File: config.mk
export PLATFORM = sky130hd
export DESIGN_NAME = gci_port
export DESIGN_NICKNAME = d
export VERILOG_FILES = /design/src/rtl/gci_pkg.sv /design/src/rtl/gci_slot_timer.sv /design/src/rtl/gci_tx_shift.sv /design/src/rtl/gci_rx_shift.sv /design/src/rtl/gci_port.sv
export SDC_FILE = /design/constraint.sdc
export NUM_CORES = 1
export LEC_CHECK = 0
export ABC_AREA = 0
export ABC_CLOCK_PERIOD_IN_PS = 5200
export BUFFER_PORTS_ARGS = -buffer_cell sky130_fd_sc_hd__clkbuf_2
export CORE_MARGIN = 10
export CORE_UTILIZATION = 35
export CTS_CLUSTER_DIAMETER = 150
export DETAILED_ROUTE_END_ITERATION = 10
export SYNTH_ARGS = -nofsm -noshare
export SYNTH_HDL_FRONTEND = slang
export SYNTH_SLANG_ARGS = --single-unit
File: constraint.sdc
create_clock -name clk -period 5.2 [get_ports clk]
set_clock_uncertainty 0.05 [all_clocks]
set_input_delay 0.78 -clock clk [delete_from_list [all_inputs] [get_ports clk]]
set_output_delay 0.78 -clock clk [all_outputs]
set_load 0.05 [all_outputs]
File: src/rtl/gci_pkg.sv
package gci_pkg;
  localparam int CH_BITS = 32;
  localparam int CELL_CYC = 2;
  localparam int MAX_CH = 8;

  typedef struct packed {
    logic [7:0] b1;
    logic [7:0] b2;
    logic [7:0] mon;
    logic [1:0] d;
    logic [3:0] ci;
    logic       a;
    logic       e;
  } slot_word_t;
endpackage

File: src/rtl/gci_slot_timer.sv
module gci_slot_timer #(
  parameter int MAX_CH  = gci_pkg::MAX_CH,
  parameter int CH_BITS = gci_pkg::CH_BITS
) (
  input  logic                       clk,
  input  logic                       rst_n,
  input  logic                       fsync_i,
  input  logic [1:0]                 nch_sel_i,
  input  logic [$clog2(MAX_CH)-1:0]  slot_i,
  output logic                       active_o,
  output logic                       phase_o,
  output logic                       bit_last_o,
  output logic                       cell_end_o,
  output logic                       load_o
);
  localparam int PH_W  = 1;
  localparam int BIT_W = $clog2(CH_BITS);
  localparam int CH_W  = $clog2(MAX_CH);
  localparam int CNT_W = PH_W + BIT_W + CH_W;
  localparam int POS_W = PH_W + BIT_W;

  logic [CNT_W-1:0] cnt_q, cnt_d;
  logic             run_q, run_d;
  logic             cnt_en;
  logic [CH_W:0]    nch;
  logic [CH_W:0]    last_ch;
  logic             slot_ok;
  logic             at_end;

  always_comb begin
    case (nch_sel_i)
      2'd0:    nch = (CH_W+1)'(1);
      2'd1:    nch = (CH_W+1)'(MAX_CH / 2);
      default: nch = (CH_W+1)'(MAX_CH);
    endcase
  end

  assign last_ch = nch - (CH_W+1)'(1);
  assign slot_ok = ({1'b0, slot_i} < nch);
  assign at_end  = (cnt_q[CNT_W-1 -: CH_W] == last_ch[CH_W-1:0]) &&
                   (&cnt_q[POS_W-1:0]);

  always_comb begin
    cnt_d = cnt_q;
    run_d = run_q;
    if (fsync_i) begin
      cnt_d = '0;
      run_d = 1'b1;
    end else if (run_q) begin
      if (at_end) run_d = 1'b0;
      else        cnt_d = cnt_q + CNT_W'(1);
    end
  end

  assign cnt_en = fsync_i | run_q;

  always_ff @(posedge clk or negedge rst_n) begin
    if (!rst_n) begin
      cnt_q <= '0;
      run_q <= 1'b0;
    end else if (cnt_en) begin
      cnt_q <= cnt_d;
      run_q <= run_d;
    end
  end

  assign active_o   = run_q && slot_ok && (cnt_q[CNT_W-1 -: CH_W] == slot_i);
  assign phase_o    = cnt_q[0];
  assign bit_last_o = &cnt_q[PH_W +: BIT_W];
  assign cell_end_o = active_o && phase_o && !fsync_i;
  assign load_o     = run_d && slot_ok && (cnt_d[CNT_W-1 -: CH_W] == slot_i) &&
                      (cnt_d[POS_W-1:0] == '0);
endmodule

File: src/rtl/gci_tx_shift.sv
module gci_tx_shift #(
  parameter int W = gci_pkg::CH_BITS
) (
  input  logic         clk,
  input  logic         rst_n,
  input  logic         load_i,
  input  logic [W-1:0] word_i,
  input  logic         shift_i,
  input  logic         active_i,
  output logic         ser_out_o,
  output logic         ser_oe_o
);
  logic [W-1:0] sh_q, sh_d;
  logic         sh_en;

  always_comb begin
    sh_d = sh_q;
    if (load_i)       sh_d = word_i;
    else if (shift_i) sh_d = {sh_q[W-2:0], 1'b1};
  end

  assign sh_en = load_i | shift_i;

  always_ff @(posedge clk or negedge rst_n) begin
    if (!rst_n)     sh_q <= '1;
    else if (sh_en) sh_q <= sh_d;
  end

  assign ser_out_o = active_i ? sh_q[W-1] : 1'b1;
  assign ser_oe_o  = active_i;
endmodule

File: src/rtl/gci_rx_shift.sv
module gci_rx_shift #(
  parameter int W = gci_pkg::CH_BITS
) (
  input  logic         clk,
  input  logic         rst_n,
  input  logic         ser_in_i,
  input  logic         cell_end_i,
  input  logic         bit_last_i,
  output logic [W-1:0] word_o,
  output logic         valid_o
);
  logic [W-1:0] sh_q, sh_d;
  logic [W-1:0] word_q;
  logic         valid_q, valid_d;
  logic         done;

  assign sh_d    = {sh_q[W-2:0], ser_in_i};
  assign done    = cell_end_i & bit_last_i;
  assign valid_d = done;

  always_ff @(posedge clk or negedge rst_n) begin
    if (!rst_n)          sh_q <= '0;
    else if (cell_end_i) sh_q <= sh_d;
  end

  always_ff @(posedge clk or negedge rst_n) begin
    if (!rst_n)    word_q <= '0;
    else if (done) word_q <= sh_d;
  end

  always_ff @(posedge clk or negedge rst_n) begin
    if (!rst_n) valid_q <= 1'b0;
    else        valid_q <= valid_d;
  end

  assign word_o  = word_q;
  assign valid_o = valid_q;
endmodule

File: src/rtl/gci_port.sv
module gci_port (
  input  logic       clk,
  input  logic       rst_n,
  input  logic       fsync_i,
  input  logic [1:0] nch_sel_i,
  input  logic [2:0] slot_i,
  input  logic [7:0] tx_b1,
  input  logic [7:0] tx_b2,
  input  logic [7:0] tx_mon,
  input  logic [1:0] tx_d,
  input  logic [3:0] tx_ci,
  input  logic       tx_a,
  input  logic       tx_e,
  input  logic       ser_in,
  output logic       ser_out,
  output logic       ser_oe,
  output logic [7:0] rx_b1,
  output logic [7:0] rx_b2,
  output logic [7:0] rx_mon,
  output logic [1:0] rx_d,
  output logic [3:0] rx_ci,
  output logic       rx_a,
  output logic       rx_e,
  output logic       rx_valid
);
  import gci_pkg::*;

  slot_word_t tx_word, rx_word;
  logic       active_w, phase_w, bit_last_w, cell_end_w, load_w;

  assign tx_word = '{b1: tx_b1, b2: tx_b2, mon: tx_mon, d: tx_d,
                     ci: tx_ci, a: tx_a, e: tx_e};

  gci_slot_timer #(.MAX_CH(MAX_CH), .CH_BITS(CH_BITS)) u_tim (
    .clk        (clk),
    .rst_n      (rst_n),
    .fsync_i    (fsync_i),
    .nch_sel_i  (nch_sel_i),
    .slot_i     (slot_i),
    .active_o   (active_w),
    .phase_o    (phase_w),
    .bit_last_o (bit_last_w),
    .cell_end_o (cell_end_w),
    .load_o     (load_w)
  );

  gci_tx_shift #(.W(CH_BITS)) u_tx (
    .clk       (clk),
    .rst_n     (rst_n),
    .load_i    (load_w),
    .word_i    (tx_word),
    .shift_i   (cell_end_w),
    .active_i  (active_w),
    .ser_out_o (ser_out),
    .ser_oe_o  (ser_oe)
  );

  gci_rx_shift #(.W(CH_BITS)) u_rx (
    .clk        (clk),
    .rst_n      (rst_n),
    .ser_in_i   (ser_in),
    .cell_end_i (cell_end_w),
    .bit_last_i (bit_last_w),
    .word_o     (rx_word),
    .valid_o    (rx_valid)
  );

  assign rx_b1  = rx_word.b1;
  assign rx_b2  = rx_word.b2;
  assign rx_mon = rx_word.mon;
  assign rx_d   = rx_word.d;
  assign rx_ci  = rx_word.ci;
  assign rx_a   = rx_word.a;
  assign rx_e   = rx_word.e;
endmodule

# Yosys cells after proc, flatten, opt, wreduce, memory -nomap -nowiden
# Index checks and enable logic that the tools add are counted.
totals:
  reg_bits: 106
  in_bits: 41
  out_inout_bits: 35
  word_cells: 41
classes:
  add_sub_neg: 2
  order_cmp: 1
  n_eq_ne: 4
  muxes: 10
  n_bitwise: 3
  n_reduce_logical: 15
op_table:
  columns: ["op", "n"]
  rows:
  - ["2-to-1 mux 32 bit", 2]
  - ["2-to-1 mux 9 bit", 3]
  - ["adder 9 x 1 -> 9 bit (second input constant)", 1]
  - ["== test 3 bit", 3]
  - ["logical AND 1 bit", 8]
  - ["case mux 4 bit (2 select lines)", 1]
  - ["logical NOT 6 bit", 1]
  - ["AND reduction 6 bit", 1]
  - ["AND reduction 5 bit", 1]
  - ["less-than comparator 3 x 4 -> 1 bit", 1]
  - ["2-to-1 mux 1 bit", 4]
  - ["subtractor 3 x 1 -> 3 bit (second input constant)", 1]
  - ["== test 2 x 1 -> 1 bit (second input constant)", 1]
  - ["logical NOT 2 bit", 1]
  - ["OR 1 bit", 2]
  - ["AND reduction 2 bit", 1]
  - ["nonzero test 2 bit", 1]
  - ["bitwise AND 1 bit", 1]
  - ["logical NOT 1 bit", 1]

# Logic depth before layout (Yosys ltp)
logic_depth:
  word_depth: 13
  mapped_depth: 11
  depth_no_buf: 9

# Modules after synthesis
# From an unflattened synthesis, not the netlist that was laid out.
hier_totals:
  cells_unflattened: 364
  area_unflattened_um2: 4858.4
by_module_without_submodules:
  columns: ["mod", "n_inst", "cells_each", "area_per_inst_um2", "seq_area_each_um2"]
  rows:
  - ["gci_rx_shift", 1, 136, 2491.1, 1601.5]
  - ["gci_tx_shift", 1, 141, 1562.7, 840.8]
  - ["gci_slot_timer", 1, 87, 804.5, 250.2]

# Worst setup path before layout
# Ideal clock, no wire load.
synth_path:
  kind: "input to register"
  from: "input port nch_sel_i[0]"
  to: "register u_rx.word_q[10] (netlist: u_rx.word_o[10])"
  setup_ps: 125
  arrival_ps: 3380
  required_time_ps: 5025
  slack_ps: 1646
  cell_stages: 10
  path_buffers: 3
  path_cell_list: "or4_1 -> a21oi_1 -> nor2_1 -> nor2_1 -> and3_1 -> buf_2 -> and3_1 -> buf_4 -> buf_4 -> mux2_2"
synth_between:
  elab_chain_cells: 8
  elab_cells_between_ends: 9
  classes_between: "1 x order compare; 1 x eq/ne; 1 x mux; 1 x bitwise; 5 x reduce/logical"
synth_lines:
  columns: ["item", "line_no", "rtl"]
  rows:
  - ["from (decl)", "gci_port.sv:5", "input logic [1:0] nch_sel_i,"]
  - ["== test 2 x 1 -> 1 bit or logical NOT 2 bit (tied branches)", "gci_slot_timer.sv:31", "case (nch_sel_i)"]
  - ["case mux 4 bit (2 select lines) *", "gci_slot_timer.sv:31", null]
  - ["less-than comparator 3 x 4 -> 1 bit *", "gci_slot_timer.sv:39", "assign slot_ok = ({1'b0, slot_i} < nch);"]
  - ["logical AND 1 bit * (2 in series)", "gci_slot_timer.sv:67", "assign active_o = run_q && slot_ok && (cnt_q[CNT_W-1 -: CH_W] == slot_i);"]
  - ["net ser_oe", "gci_port.sv:16", "output logic ser_oe,"]
  - ["logical AND 1 bit * (2 in series)", "gci_slot_timer.sv:70", "assign cell_end_o = active_o && phase_o && !fsync_i;"]
  - ["bitwise AND 1 bit *", "gci_rx_shift.sv:18", "assign done = cell_end_i & bit_last_i;"]
  - ["to (signal assigned)", "gci_rx_shift.sv:27", "if (!rst_n) word_q <= '0;"]
  - ["to (signal assigned)", "gci_rx_shift.sv:28", "else if (done) word_q <= sh_d;"]
  - ["to (decl)", "gci_rx_shift.sv:13", "logic [W-1:0] word_q;"]
# The timed path passes the listed nets; every way through them passes the cells marked *.
# A chain may end at the register's enable or synchronous reset.

# Worst setup path in the final report
layout_path:
  from: "input port nch_sel_i[0]"
  to: "register u_tx.sh_q[1]"
layout_between:
  elab_chain_cells: 13
  elab_cells_between_ends: 26
  classes_between: "1 x add/sub; 1 x order compare; 3 x eq/ne; 8 x mux; 1 x bitwise; 12 x reduce/logical"
layout_lines:
  columns: ["item", "line_no", "rtl"]
  rows:
  - ["== test 2 x 1 -> 1 bit or logical NOT 2 bit (tied branches)", "gci_slot_timer.sv:31", null]
  - ["case mux 4 bit (2 select lines) *", "gci_slot_timer.sv:31", null]
  - ["subtractor 3 x 1 -> 3 bit", "gci_slot_timer.sv:38", "assign last_ch = nch - (CH_W+1)'(1);"]
  - ["== test 3 bit", "gci_slot_timer.sv:40", "assign at_end = (cnt_q[CNT_W-1 -: CH_W] == last_ch[CH_W-1:0]) &&"]
  - ["logical AND 1 bit", "gci_slot_timer.sv:40", null]
  - ["2-to-1 mux 9 bit or 2-to-1 mux 1 bit (tied branches)", "gci_slot_timer.sv:50", "if (at_end) run_d = 1'b0;"]
  - ["2-to-1 mux 9 bit or 2-to-1 mux 1 bit (tied branches)", "gci_slot_timer.sv:49", "end else if (run_q) begin"]
  - ["2-to-1 mux 9 bit or 2-to-1 mux 1 bit (tied branches)", "gci_slot_timer.sv:46", "if (fsync_i) begin"]
  - ["== test 3 bit or logical AND 1 bit (tied branches)", "gci_slot_timer.sv:71", "assign load_o = run_d && slot_ok && (cnt_d[CNT_W-1 -: CH_W] == slot_i) &&"]
  - ["logical AND 1 bit (2 in series)", "gci_slot_timer.sv:71", null]
  - ["nonzero test 2 bit (no line) or OR 1 bit (tied branches)", null, null]
  - ["AND reduction 2 bit (no line)", null, null]
  - ["to (signal assigned)", "gci_tx_shift.sv:25", "if (!rst_n) sh_q <= '1;"]
  - ["to (signal assigned)", "gci_tx_shift.sv:26", "else if (sh_en) sh_q <= sh_d;"]
  - ["to (decl)", "gci_tx_shift.sv:13", "logic [W-1:0] sh_q, sh_d;"]
# Mark *: on every way between the ends. The rest lies on a longest branch, timed or not.

==> reports/summary.txt <==
Netlist cell types: 47
DR pass1 iterations: 4
largest net degree at the start of global routing: 64
final WL: 8990 µm
drt via density: 4.74
first-pass GRT wire length: 15,300 µm
Critical Path End: u_tx.sh_q[1]
Syn Nets: 371
Residual DRC: 0
Clock Sinks: 106
Reg power frac: 0.494
Die H: 138 µm
Crit Path Class: input pin to flop
Worst-Margin Slew: 0.781 ns
initial antenna violation count: 0
Skew-Pair Late Insertion Delay: 0.34 ns
R2R depth: 9
reg2reg end: u_tx.sh_q[1]
total track usage: 0.0969
routed vias: 2,769
clk buf depth: 2
post-CTS setup buffer count: 0
Chip Width: 138 µm
leak pwr: 0.00283 µW
worst rel slew slack: 0.479
Max stage delay on crit path: 0.50 ns
HP Class: flop to flop
Synth Area per Inst: 15.0 µm²
worst endpoint data arrival time: 3.65 ns
status: finished, final reports clean
die area: 19,100 µm²
ys async rst share: 1.00
Starting Density: 0.356
post-cts sizing count: 0
core area: 13,800 µm²
Post-DP HPWL: 6330 µm
I/O Pins: 76
total of max-cap violations: 0
vias in the first global route: 3,025
Comb pwr share: 0.159
Critical Path Stages: 11
switching part of the total: 0.222
Crit Path Max Fanout: 32
CTS Buf Count: 9
clock share of power: 0.347
Period minus WS final: 3.42 ns
setup TNS: 0 ns
CTS tree: done
RSZ-0062 raised after global routing: no
sequential-to-total area share from yosys stat: 0.550
routed length per placed instance: 15.4 µm
r2r startpoint: u_tim.cnt_q[0]
CTS Hold Buffers Added: 0
Root Buffer: clkbuf_16
prevailing post-synth register cell: dfrtp_1
Routability Congestion: 0.799
Crit path max-delay family: compound AO/OA/AOI/OAI gates
peak supply drop: 250 µV
H-tree levels: 3
Crit. End Element: flop
Reg2Reg Setup Slack: 2.28 ns
Slew Viols, Final: 0
synthesis warning total: 0
clk slew on worst S/H paths: 0.07 ns
critical path launch point: nch_sel_i[0]
Worst Slack Setup Final: 1.78 ns
sequence of cells on the critical path: clkbuf_2, or2_1, ha_1, xor2_1, o211ai_1, a41oi_1, nor2_1, a31o_2, o211ai_4, buf_4, mux2_2
Area contributors post-synth: dfrtp_1, mux2_2, dfstp_2, mux2_4, xnor2_1
buffers and inverters on the worst path: 2
fin crit share: 0.658
final instance area: 5740 µm²
post-detailed-route count of antenna-violating nets: 0
1st-iter DRT viols: 161
pwr/cell area: 377 nW/µm²
Fin. Hold Viols: 0
PortBufs: 75
Layout area overhead: 17.2%
Syn Std Cell Area: 4900 µm²
# rows: 43
Crit path required time: 5.43 ns
Int Power: 1680 µW
Final Power: 2160 µW
commonest non-fill, non-tap cell in the layout: mux2_2
slowest CP cell: buf_4
placed inst area: 5410 µm²
commonest cells after routing, fill and taps aside: mux2_2, clkbuf_2, dfrtp_1, dfstp_2, mux2_4
FMAX: 0.292 GHz
ant diodes: 0
total global routing overflow: 0
# fillers: 1,308
net load switching power: 480 µW
share of cells above drive strength 1: 0.631
cell accounting for the most synthesized area: dfrtp_1
pre-CTS WS: 1.41 ns
Final Non-Filler Cells: 584
setup violators final: 0
Post-synth EDFFs: 0
Worst setup SP type: input pin
FF+latch count, synth: 106
Final nets: 443
Placed Instances: 568
Cells after Synth: 327
top cell type's share of synthesized area: 0.378
-- layout make-up --
type / count / area [µm²] / share of cell area
clock buffer: 9 / 225 / 0.0392
clock inverter: 7 / 108 / 0.0188
inverter: 4 / 15.0 / 0.00262
multi-input combinational: 199 / 2060 / 0.360
sequential: 106 / 2690 / 0.469
tap: 180 / 225 / 0.0392
timing repair buffer: 79 / 408 / 0.0711
-- worst register-to-register path: cells and delay by family, from the launching register on --
family                     cells  cell delay [ns]
muxes                          2             0.70
buffers and inverters          1             0.50
DFF                            1             0.46
and+or+nand+nor                2             0.43
AOI/OAI and AO/OA              2             0.30
adders and majority gates      1             0.25
xor gates and xnor gates       1             0.17
-- logic make-up after synthesis --
kind of cell | Yosys count | share of synthesized area
xor+xnor | 9 | 0.0161
mux | 129 | 0.319
simple gates | 40 | 0.0468
compound gates | 18 | 0.0322
fa+ha+maj | 3 | 0.00767
buf+inv | 22 | 0.0289
flops | 106 | 0.550
-- layer usage --
metal / vias to the layer above / part of all wire / track usage
met5: - / 0 / 0
met4: 0 / 0.011 / 0.0255
met3: 8 / 0.054 / 0.0418
met2: 64 / 0.46 / 0.150
met1: 1377 / 0.47 / 0.121
li1: 1320 / - / -
-- state kept, by name (all words and copies together) (netlist names) --
| name | flops |
|---|---|
| u_rx.word_o | 32 |
| u_tim.run_q | 1 |
| u_tx.sh_q | 32 |
| u_rx.valid_o | 1 |
| u_tim.cnt_q | 9 |
| u_rx.sh_q | 31 |
-- metrics by stage --
step	util	hold slack, ns
3_3_place_gp	0.392	0.419
4_1_cts	0.417	0.447
6_report	0.417	0.443
2_1_floorplan	-	0.425
5_1_grt	0.417	0.476
3_5_place_dp	0.392	0.430
-- worst min-delay path by stage --
stage	slack, ns	end	from	cells past startpoint
after floorplan	0.42	u_rx.sh_q[30]	u_rx.sh_q[30]	1
after global placement	0.42	u_rx.word_o[22]	u_rx.word_o[22]	1
after detailed placement	0.43	u_rx.word_o[22]	u_rx.word_o[22]	1
after CTS	0.45	u_rx.word_o[22]	u_rx.word_o[22]	1
after global routing	0.48	u_rx.word_o[11]	u_rx.word_o[11]	1
final	0.44	u_rx.word_o[22]	u_rx.word_o[22]	1
-- power groups by stage --
stage / logic (µW) / clock network [µW] / registers, µW
floorplan: 289 / 0 / 1060
global placement: 339 / 0 / 1080
detailed placement: 349 / 0 / 1090
CTS: 351 / 780 / 1070
global route: 379 / 816 / 1090
finish: 344 / 750 / 1070
-- synth_stat cells, types with 2 or more instances --
cell / instances
buf_6: 3
ha_1: 3
buf_4: 8
mux2_1: 6
mux2_2: 90
and2_1: 2
or4_1: 2
dfrtp_1: 74
a311oi_1: 2
nor2_1: 11
buf_2: 5
a21oi_1: 4
nor3_1: 2
mux2i_1: 3
and3_1: 5
nand2_1: 3
nand3_1: 3
mux2_4: 29
o211ai_1: 2
xnor2_1: 8
dfstp_2: 32
inv_1: 4
or3_1: 2
No activity file was read; power rests on OpenSTA's default activity.
